==> src/rtl/dsu_pkg.sv <==
// Package: shared types and field codes for the delay word slip unit.
// Assumes a 2-bit register select on the shadow write port.
package dsu_pkg;

    // Action taken when the phase accumulator carries out
    typedef enum logic {
        SLIP_REPEAT = 1'b0,
        SLIP_SKIP   = 1'b1
    } slip_mode_e;

    localparam int CFG_SEL_W = 2;

    // Shadow register select codes
    localparam logic [CFG_SEL_W-1:0] SEL_PHASE_LO = 2'd0;
    localparam logic [CFG_SEL_W-1:0] SEL_PHASE_HI = 2'd1;
    localparam logic [CFG_SEL_W-1:0] SEL_INC_LO   = 2'd2;
    localparam logic [CFG_SEL_W-1:0] SEL_INC_HI   = 2'd3;

endpackage

==> src/rtl/dsu_shadow_regs.sv <==
// Module: shadow copy of phase, increment and mode, written over a narrow port.
// Assumes ERR_W == 2*CFG_W and CFG_W < RATE_W < CFG_W + CFG_W - 1.
// The mode bit sits at the top bit of the high-increment write word.
module dsu_shadow_regs
    import dsu_pkg::*;
#(
    parameter int               CFG_W    = 16,
    parameter int               ERR_W    = 32,
    parameter int               RATE_W   = 18,
    parameter logic [ERR_W-1:0]  ERR_RST  = 32'hFFF0_0000,
    parameter logic [RATE_W-1:0] RATE_RST = '1,
    parameter slip_mode_e       MODE_RST = SLIP_SKIP
) (
    input  logic                 clk,
    input  logic                 rst_n,
    input  logic                 cfg_wr_en,
    input  logic [CFG_SEL_W-1:0] cfg_sel,
    input  logic [CFG_W-1:0]     cfg_wdata,
    output logic [ERR_W-1:0]     sh_err,
    output logic [RATE_W-1:0]    sh_rate,
    output slip_mode_e           sh_mode
);

    localparam int ERR_HI_W  = ERR_W - CFG_W;
    localparam int RATE_HI_W = RATE_W - CFG_W;
    localparam int MODE_POS  = CFG_W - 1;

    // Bits between the increment field and the mode bit carry no meaning
    logic unused_cfg_bits;
    assign unused_cfg_bits = ^cfg_wdata[MODE_POS-1:RATE_HI_W];

    // Capture software writes into the addressed shadow field
    always_ff @(posedge clk) begin
        if (!rst_n) begin
            sh_err  <= ERR_RST;
            sh_rate <= RATE_RST;
            sh_mode <= MODE_RST;
        end else if (cfg_wr_en) begin
            case (cfg_sel)
                SEL_PHASE_LO: sh_err[CFG_W-1:0]      <= cfg_wdata;
                SEL_PHASE_HI: sh_err[ERR_W-1:CFG_W]  <= cfg_wdata[ERR_HI_W-1:0];
                SEL_INC_LO:   sh_rate[CFG_W-1:0]     <= cfg_wdata;
                SEL_INC_HI: begin
                    sh_rate[RATE_W-1:CFG_W] <= cfg_wdata[RATE_HI_W-1:0];
                    sh_mode                 <= slip_mode_e'(cfg_wdata[MODE_POS]);
                end
                default: ;
            endcase
        end
    end

endmodule

==> src/rtl/dsu_phase_acc.sv <==
// Module: live phase accumulator with its increment and mode.
// Adds the increment once per emitted word and registers the carry as a
// pending adjustment. A frame start reloads from the shadow set and wins
// over a same-cycle step. Assumes step and skip_take never coincide.
module dsu_phase_acc
    import dsu_pkg::*;
#(
    parameter int               ERR_W    = 32,
    parameter int               RATE_W   = 18,
    parameter logic [ERR_W-1:0]  ERR_RST  = 32'hFFF0_0000,
    parameter logic [RATE_W-1:0] RATE_RST = '1,
    parameter slip_mode_e       MODE_RST = SLIP_SKIP
) (
    input  logic              clk,
    input  logic              rst_n,
    input  logic              frame_start,
    input  logic [ERR_W-1:0]  sh_err,
    input  logic [RATE_W-1:0] sh_rate,
    input  slip_mode_e        sh_mode,
    input  logic              step,
    input  logic              skip_take,
    output logic              evt_pend,
    output slip_mode_e        mode_act
);

    localparam int PAD_W = ERR_W + 1 - RATE_W;

    logic [ERR_W-1:0]  acc_q;
    logic [RATE_W-1:0] rate_q;
    logic [ERR_W:0]    sum_w;

    // Next phase with the carry in the top bit
    always_comb sum_w = {1'b0, acc_q} + {{PAD_W{1'b0}}, rate_q};

    // Live phase, increment and mode: reload on frame start, advance per word
    always_ff @(posedge clk) begin
        if (!rst_n) begin
            acc_q    <= ERR_RST;
            rate_q   <= RATE_RST;
            mode_act <= MODE_RST;
        end else if (frame_start) begin
            acc_q    <= sh_err;
            rate_q   <= sh_rate;
            mode_act <= sh_mode;
        end else if (step) begin
            acc_q    <= sum_w[ERR_W-1:0];
        end
    end

    // Pending adjustment: set by carry, cleared by a skip or a frame start
    always_ff @(posedge clk) begin
        if (!rst_n)            evt_pend <= 1'b0;
        else if (frame_start)  evt_pend <= 1'b0;
        else if (step)         evt_pend <= sum_w[ERR_W];
        else if (skip_take)    evt_pend <= 1'b0;
    end

endmodule

==> src/rtl/dsu_stream_ctl.sv <==
// Module: valid/ready steering for pass-through, repeat and skip.
// Joins the ports directly when nothing is pending, replays the last
// emitted word in repeat mode, and swallows one input word in skip mode.
// Assumes the upstream source holds its word until it is accepted.
module dsu_stream_ctl
    import dsu_pkg::*;
#(
    parameter int DATA_W = 32
) (
    input  logic              clk,
    input  logic              rst_n,
    input  logic              evt_pend,
    input  slip_mode_e        mode_act,
    input  logic              in_valid,
    input  logic [DATA_W-1:0] in_data,
    output logic              in_ready,
    output logic              out_valid,
    output logic [DATA_W-1:0] out_data,
    input  logic              out_ready,
    output logic              step,
    output logic              skip_take
);

    logic              rep_w;
    logic              skp_w;
    logic [DATA_W-1:0] last_word;

    // Decode the pending adjustment into repeat or skip
    always_comb begin
        rep_w = evt_pend && (mode_act == SLIP_REPEAT);
        skp_w = evt_pend && (mode_act == SLIP_SKIP);
    end

    // Port steering for the three cases
    always_comb begin
        if (rep_w) begin
            out_valid = 1'b1;
            out_data  = last_word;
            in_ready  = 1'b0;
        end else if (skp_w) begin
            out_valid = 1'b0;
            out_data  = in_data;
            in_ready  = 1'b1;
        end else begin
            out_valid = in_valid;
            out_data  = in_data;
            in_ready  = out_ready;
        end
    end

    // Handshake events toward the accumulator
    always_comb begin
        step      = out_valid && out_ready;
        skip_take = skp_w && in_valid;
    end

    // Remember the last word passed through, as the source for a repeat
    always_ff @(posedge clk) begin
        if (!rst_n)
            last_word <= '0;
        else if (in_valid && in_ready && !skp_w)
            last_word <= in_data;
    end

endmodule

==> src/rtl/delay_slip_unit.sv <==
// Module: fractional delay word slip unit (top).
// Wires the shadow registers, the live phase accumulator and the stream
// steering together. Assumes frame_start is a single-cycle pulse.
module delay_slip_unit
    import dsu_pkg::*;
#(
    parameter int               DATA_W   = 32,
    parameter int               CFG_W    = 16,
    parameter int               ERR_W    = 32,
    parameter int               RATE_W   = 18,
    parameter logic [ERR_W-1:0]  ERR_RST  = 32'hFFF0_0000,
    parameter logic [RATE_W-1:0] RATE_RST = '1,
    parameter slip_mode_e       MODE_RST = SLIP_SKIP
) (
    input  logic              clk,
    input  logic              rst_n,
    input  logic              cfg_wr_en,
    input  logic [1:0]        cfg_sel,
    input  logic [CFG_W-1:0]  cfg_wdata,
    input  logic              frame_start,
    input  logic              in_valid,
    input  logic [DATA_W-1:0] in_data,
    output logic              in_ready,
    output logic              out_valid,
    output logic [DATA_W-1:0] out_data,
    input  logic              out_ready
);

    logic [ERR_W-1:0]  sh_err;
    logic [RATE_W-1:0] sh_rate;
    slip_mode_e        sh_mode;
    logic              evt_pend;
    slip_mode_e        mode_act;
    logic              step;
    logic              skip_take;

    // Software-visible shadow set
    dsu_shadow_regs #(
        .CFG_W(CFG_W), .ERR_W(ERR_W), .RATE_W(RATE_W),
        .ERR_RST(ERR_RST), .RATE_RST(RATE_RST), .MODE_RST(MODE_RST)
    ) u_shadow (
        .clk(clk), .rst_n(rst_n),
        .cfg_wr_en(cfg_wr_en), .cfg_sel(cfg_sel), .cfg_wdata(cfg_wdata),
        .sh_err(sh_err), .sh_rate(sh_rate), .sh_mode(sh_mode)
    );

    // Live phase accumulator
    dsu_phase_acc #(
        .ERR_W(ERR_W), .RATE_W(RATE_W),
        .ERR_RST(ERR_RST), .RATE_RST(RATE_RST), .MODE_RST(MODE_RST)
    ) u_acc (
        .clk(clk), .rst_n(rst_n), .frame_start(frame_start),
        .sh_err(sh_err), .sh_rate(sh_rate), .sh_mode(sh_mode),
        .step(step), .skip_take(skip_take),
        .evt_pend(evt_pend), .mode_act(mode_act)
    );

    // Stream steering
    dsu_stream_ctl #(
        .DATA_W(DATA_W)
    ) u_ctl (
        .clk(clk), .rst_n(rst_n),
        .evt_pend(evt_pend), .mode_act(mode_act),
        .in_valid(in_valid), .in_data(in_data), .in_ready(in_ready),
        .out_valid(out_valid), .out_data(out_data), .out_ready(out_ready),
        .step(step), .skip_take(skip_take)
    );

endmodule

==> config.mk <==
export PLATFORM = sky130hd
export DESIGN_NAME = delay_slip_unit
export DESIGN_NICKNAME = d
export VERILOG_FILES = /design/src/rtl/dsu_pkg.sv /design/src/rtl/dsu_shadow_regs.sv /design/src/rtl/dsu_phase_acc.sv /design/src/rtl/dsu_stream_ctl.sv /design/src/rtl/delay_slip_unit.sv
export SDC_FILE = /design/constraint.sdc
export NUM_CORES = 1
export LEC_CHECK = 0
export ABC_CLOCK_PERIOD_IN_PS = 2700
export BUFFER_PORTS_ARGS = -buffer_cell sky130_fd_sc_hd__buf_2
export CORE_UTILIZATION = 45
export CTS_BUF_LIST = sky130_fd_sc_hd__clkbuf_8
export CTS_CLUSTER_SIZE = 28
export DETAILED_ROUTE_END_ITERATION = 8
export SYNTH_ARGS = -nofsm -noshare
export SYNTH_HDL_FRONTEND = slang
export SYNTH_SLANG_ARGS = --single-unit
==> constraint.sdc <==
create_clock -name clk -period 2.7 [get_ports clk]
set_input_delay 0.27 -clock clk [delete_from_list [all_inputs] [get_ports clk]]
set_output_delay 0.27 -clock clk [all_outputs]
set_load 0.05 [all_outputs]
== After elaboration in Yosys (flattened, before gate mapping) ==
Index checks and enable logic that the tools add are counted.
W data, S select, Z words.
Storage, ports and cells
  bits in registers: 135
  bits of input ports: 56
  output and inout bits: 34
  logic and storage cells: 40
Cells by class
  $add $sub $neg: 1
  eq/ne operators: 3
  mux-type cells: 9
  bitwise logic cells: 2
  reduce and logical (&&, ||, !) cells: 15
Operators with widths (number)
  $mux W32: 3
  $add A32 B18 Y33: 1
  $reduce_and A2 Y1: 4
  $logic_and A1 B1 Y1: 6
  $mux W1: 6
  $eq A2 B2 Y1 const B: 2
  $reduce_bool A2 Y1: 2
  $eq A2 B1 Y1 const B: 1
  $logic_not A2 Y1: 1
  $not A1 Y1: 2
  $reduce_or A2 Y1: 1
  $logic_not A1 Y1: 1

== Longest topological paths before layout ==
  depth after elaboration: 6
  gate-level depth with buffers: 9

== Hierarchy ==
A second synthesis with hierarchy kept.
Second synthesis, totals
  cells, all modules: 802
  area, all modules: 7439.6 um^2
By module, submodules not included
  dsu_phase_acc: times used 1, cells each 413, area each 3460.8 um^2
  dsu_shadow_regs: times used 1, cells each 207, area each 2118.3 um^2
  dsu_stream_ctl: times used 1, cells each 182, area each 1860.5 um^2

== Worst setup path before layout ==
OpenSTA, ideal clock, no wires.
  kind: register to register
  from: register u_acc.rate_q[0]
  to: register u_acc.acc_q[20]
  setup time: 91 ps
  arrival time: 2266 ps
  required time: 2609 ps
  setup slack: 343 ps
  cell stages (with the launch flop): 10
  path buffers: 0
  period minus slack after synthesis: 2357 ps
  cells stage by stage: dfxtp_1 ha_1 fa_1 a211oi_1 o21ai_2 o211a_1 o211ai_2 a21oi_4 and4_1 a311oi_1
Between the ends
  longest elaborated chain between the ends: 3
RTL lines
  start, declared: line dsu_phase_acc.sv:29  | logic [RATE_W-1:0] rate_q;
  start signal, assigned: line dsu_phase_acc.sv:43  | rate_q <= sh_rate;
  $add A32 B18 Y33: line dsu_phase_acc.sv:33  | always_comb sum_w = {1'b0, acc_q} + {{PAD_W{1'b0}}, rate_q};
  $mux W32: line dsu_phase_acc.sv:45  | end else if (step) begin
  $mux W32: line dsu_phase_acc.sv:41  | end else if (frame_start) begin
  end signal, assigned: line dsu_phase_acc.sv:42  | acc_q <= sh_err;
  end signal, assigned: line dsu_phase_acc.sv:46  | acc_q <= sum_w[ERR_W-1:0];
  end, declared: line dsu_phase_acc.sv:28  | logic [ERR_W-1:0] acc_q;
No other way between the ends. The select of a mux whose other input is x is not followed.
A chain may end at the register's enable or synchronous reset.

== Worst setup path after layout ==
Ends and elaborated chain as after synthesis.

==> run_results.csv <==
group,metric,value,unit
status,status,"finished clean",
die,start_util,46.1,%
placed_design,dp_slack,0.111,ns
finish,drive_gt1_share,20.4,%
route,first_pass_iters,4,
yosys,syn_nets,881,
worst_setup_path,critical_path.max_stage_delay,0.44,ns
sta,worst_pin_slew,0.602,ns
clock_tree,path_clk_slew,0.08,ns
power,p_total,5.11,mW
yosys,synth_area,0.00670,mm²
finish,instances_no_fill,1071,
hold_path,hold_class,"in -> reg",
power,static-leakage-power,3.30,nW
die,die_w,124,µm
sta,setup_tns,0,ns
power,vdd_drop_max,0.549,mV
worst_setup_path,arrival,2.86,ns
yosys,ys_async_sr_fraction,0,%
clock_tree,worstSkewPairLatency,0.44,ns
sta,finalClockSkew,0.0131,ns
placed_design,place_congestion,0.869,
grt,grt_first_pass_wirelength,26.0,mm
die,rows,44,
yosys,synth-edff-count,0,
sta,post-route-min-period,2.50,ns
finish,nNetsFinal,949,
grt,grt_start_max_net_pins,109,
yosys,synth_cell_types,55,
worst_setup_path,crit_path_end_kind,"register",
finish,final_cell_mix,"nand2_1 (220), dfxtp_1 (135), buf_2 (88)",
sta,slew_headroom,59.9,%
route,postRouteAntennaNets,0,
sta,timing.final.ws_setup,0.196,ns
worst_setup_path,cp_top_family,"compound AO/OA/AOI/OAI gates",
clock_tree,h-tree-depth,4,
sta,fmax,399,MHz
route,routedWlPerCell,15.3,µm
clock_tree,cts-root-buf,"clkbuf_8",
yosys,synth_warnings,0,
sta,setup_viol,0,
placed_design,dp_hpwl,11.5,mm
placed_design,port_buffers,89,
finish,layout_commonest_cell,"nand2_1",
clock_tree,post_cts_buffers,0,
sta,whs,0.0893,ns
die,core-area,0.0145,mm²
grt,grt_overflow,0,
route,vias,5872,
die,dieArea,0.0154,mm²
clock_tree,cts_tree,"done",
yosys,synth_ff_type,"dfxtp_1",
grt,track_usage,21.9,%
finish,fin_area,0.00781,mm²
power,powerDensity,654,mW/mm²
worst_setup_path,path_class,"reg -> reg",
yosys,ys_ff_latch,135,
route,drc,0,
placed_design,dpl_cell_area,0.00729,mm²
clock_tree,clk_path_buf_depth,2,
grt,antenna_found_initial,0,
grt,grt_pass1_vias,5311,
finish,area_growth,16.5,%
sta,rsz0062_at_grt,"no",
sta,slew_violations,0,
worst_setup_path,cp_max_fo,7,
run,drv_cap,0,
worst_setup_path,cp-start-kind,"register",
finish,fin_util,53.7,%
route,vias_per_cell,5.48,
yosys,avgSynthCellArea,8.31,µm²
placed_design,dpl.cell_count,1039,
worst_setup_path,worstPathCellList,"ha_1 -> fa_1 -> a211oi_2 -> o21ai_2 -> o211a_1 -> o211ai_4 -> a21oi_4 -> and4_1 -> a311oi_1",
die,ios,90,
die,die_height,124,µm
route,first_iter_violations,325,
clock_tree,cts_buffers,17,
worst_setup_path,required,3.05,ns
worst_setup_path,path_buf_inv,0,
yosys,yosysSeqAreaShare,40.3,%
yosys,synth_cells,806,
clock_tree,clock-sinks,135,
finish,diodes,0,
sta,hold_viol,0,
sta,fin_crit_sh,92.7,%
route,routed_wirelength,16.4,mm
worst_setup_path,crit_path_top_delay_cell,"fa_1",
## cell families (layout without fill, tap and decap cells)
logic type,after synthesis,count (layout),synth area share (%)
buffers and inverters,58,139,3.32
multiplexers,63,63,10.0
AO/OA/AOI/OAI,168,168,17.7
adder cells (fa/ha/maj),19,19,3.66
flip-flops,135,135,40.3
XOR/XNOR,17,17,2.22
AND/OR/NAND/NOR,346,346,22.8
## final cells by class
class | instances | area [µm²]
clock buffers | 23 | 317
clock inverters | 9 | 193
fillers | 1397 | 6730
inverters | 7 | 26.3
multi-input cells | 613 | 3800
flip-flops and latches | 135 | 2700
well taps | 184 | 230
repair buffers | 100 | 543
## metal layers
| metal | part of all wire (%) | track usage (%) | vias up |
|---|---|---|---|
| li1 | - | - | 2939 |
| met1 | 48 | 29.4 | 2809 |
| met2 | 46 | 34.8 | 102 |
| met3 | 3.7 | 4.40 | 22 |
| met4 | 1.5 | 7.66 | 0 |
| met5 | 0 | 0 | - |
## synthesized netlist by cell type, drive strengths merged, types with 5 or more instances
library cell	n	area, µm²
o21ai	25	129
nor2	30	120
ha	18	225
xnor2	11	96.3
clkbuf	36	136
nand4	10	62.6
dfxtp	135	2700
and2	6	37.5
a311oi	6	52.6
buf	15	60.1
nor3	10	50.1
mux2i	31	310
o211ai	12	100
mux2	32	360
and3	7	43.8
nand3	33	165
xor2	6	52.6
a31oi	10	68.8
nand2	220	826
a21boi	53	398
nor2b	5	31.3
a21o	8	60.1
a21oi	34	193
inv	7	26.3
## worst paths after layout
check | startpoint | endpoint | slack (ns) | cells after the start
setup / recovery | u_acc.rate_q[0] | u_acc.acc_q[20] | 0.20 | 9
hold / removal | in_data[30] | u_ctl.last_word[30] | 0.09 | 3
setup reg to reg | u_acc.rate_q[0] | u_acc.acc_q[20] | 0.20 | 9
hold reg to reg | u_ctl.last_word[24] | u_ctl.last_word[24] | 0.46 | 2
## power breakdown
group          internal, mW  switching (mW)  total, mW
combinational         0.340           0.534      0.874
sequential             2.08          0.0509       2.13
clock                  1.34           0.767       2.10
## worst reg2reg max path, cell delays in order, from the launching register on
cell,delay [ns]
dfxtp_1,0.32
ha_1,0.22
fa_1,0.44
a211oi_2,0.27
o21ai_2,0.13
o211a_1,0.27
o211ai_4,0.24
a21oi_4,0.14
and4_1,0.22
a311oi_1,0.18
## what timing repair did
item / in CTS / in global routing
gates resized for setup: 0 / 2
setup endpoints to repair: 0 / 3
hold buffers: 0 / 0
endpoints found under the hold margin: 0 / 0
## state kept, by name, indices dropped and copies added (netlist names)
register,count
u_acc.rate_q,18
u_acc.acc_q,32
u_shadow.sh_err,32
u_ctl.last_word,32
u_acc.mode_act,1
u_shadow.sh_rate,18
u_shadow.sh_mode,1
u_acc.evt_pend,1
No activity file was read; power rests on OpenSTA's default activity.
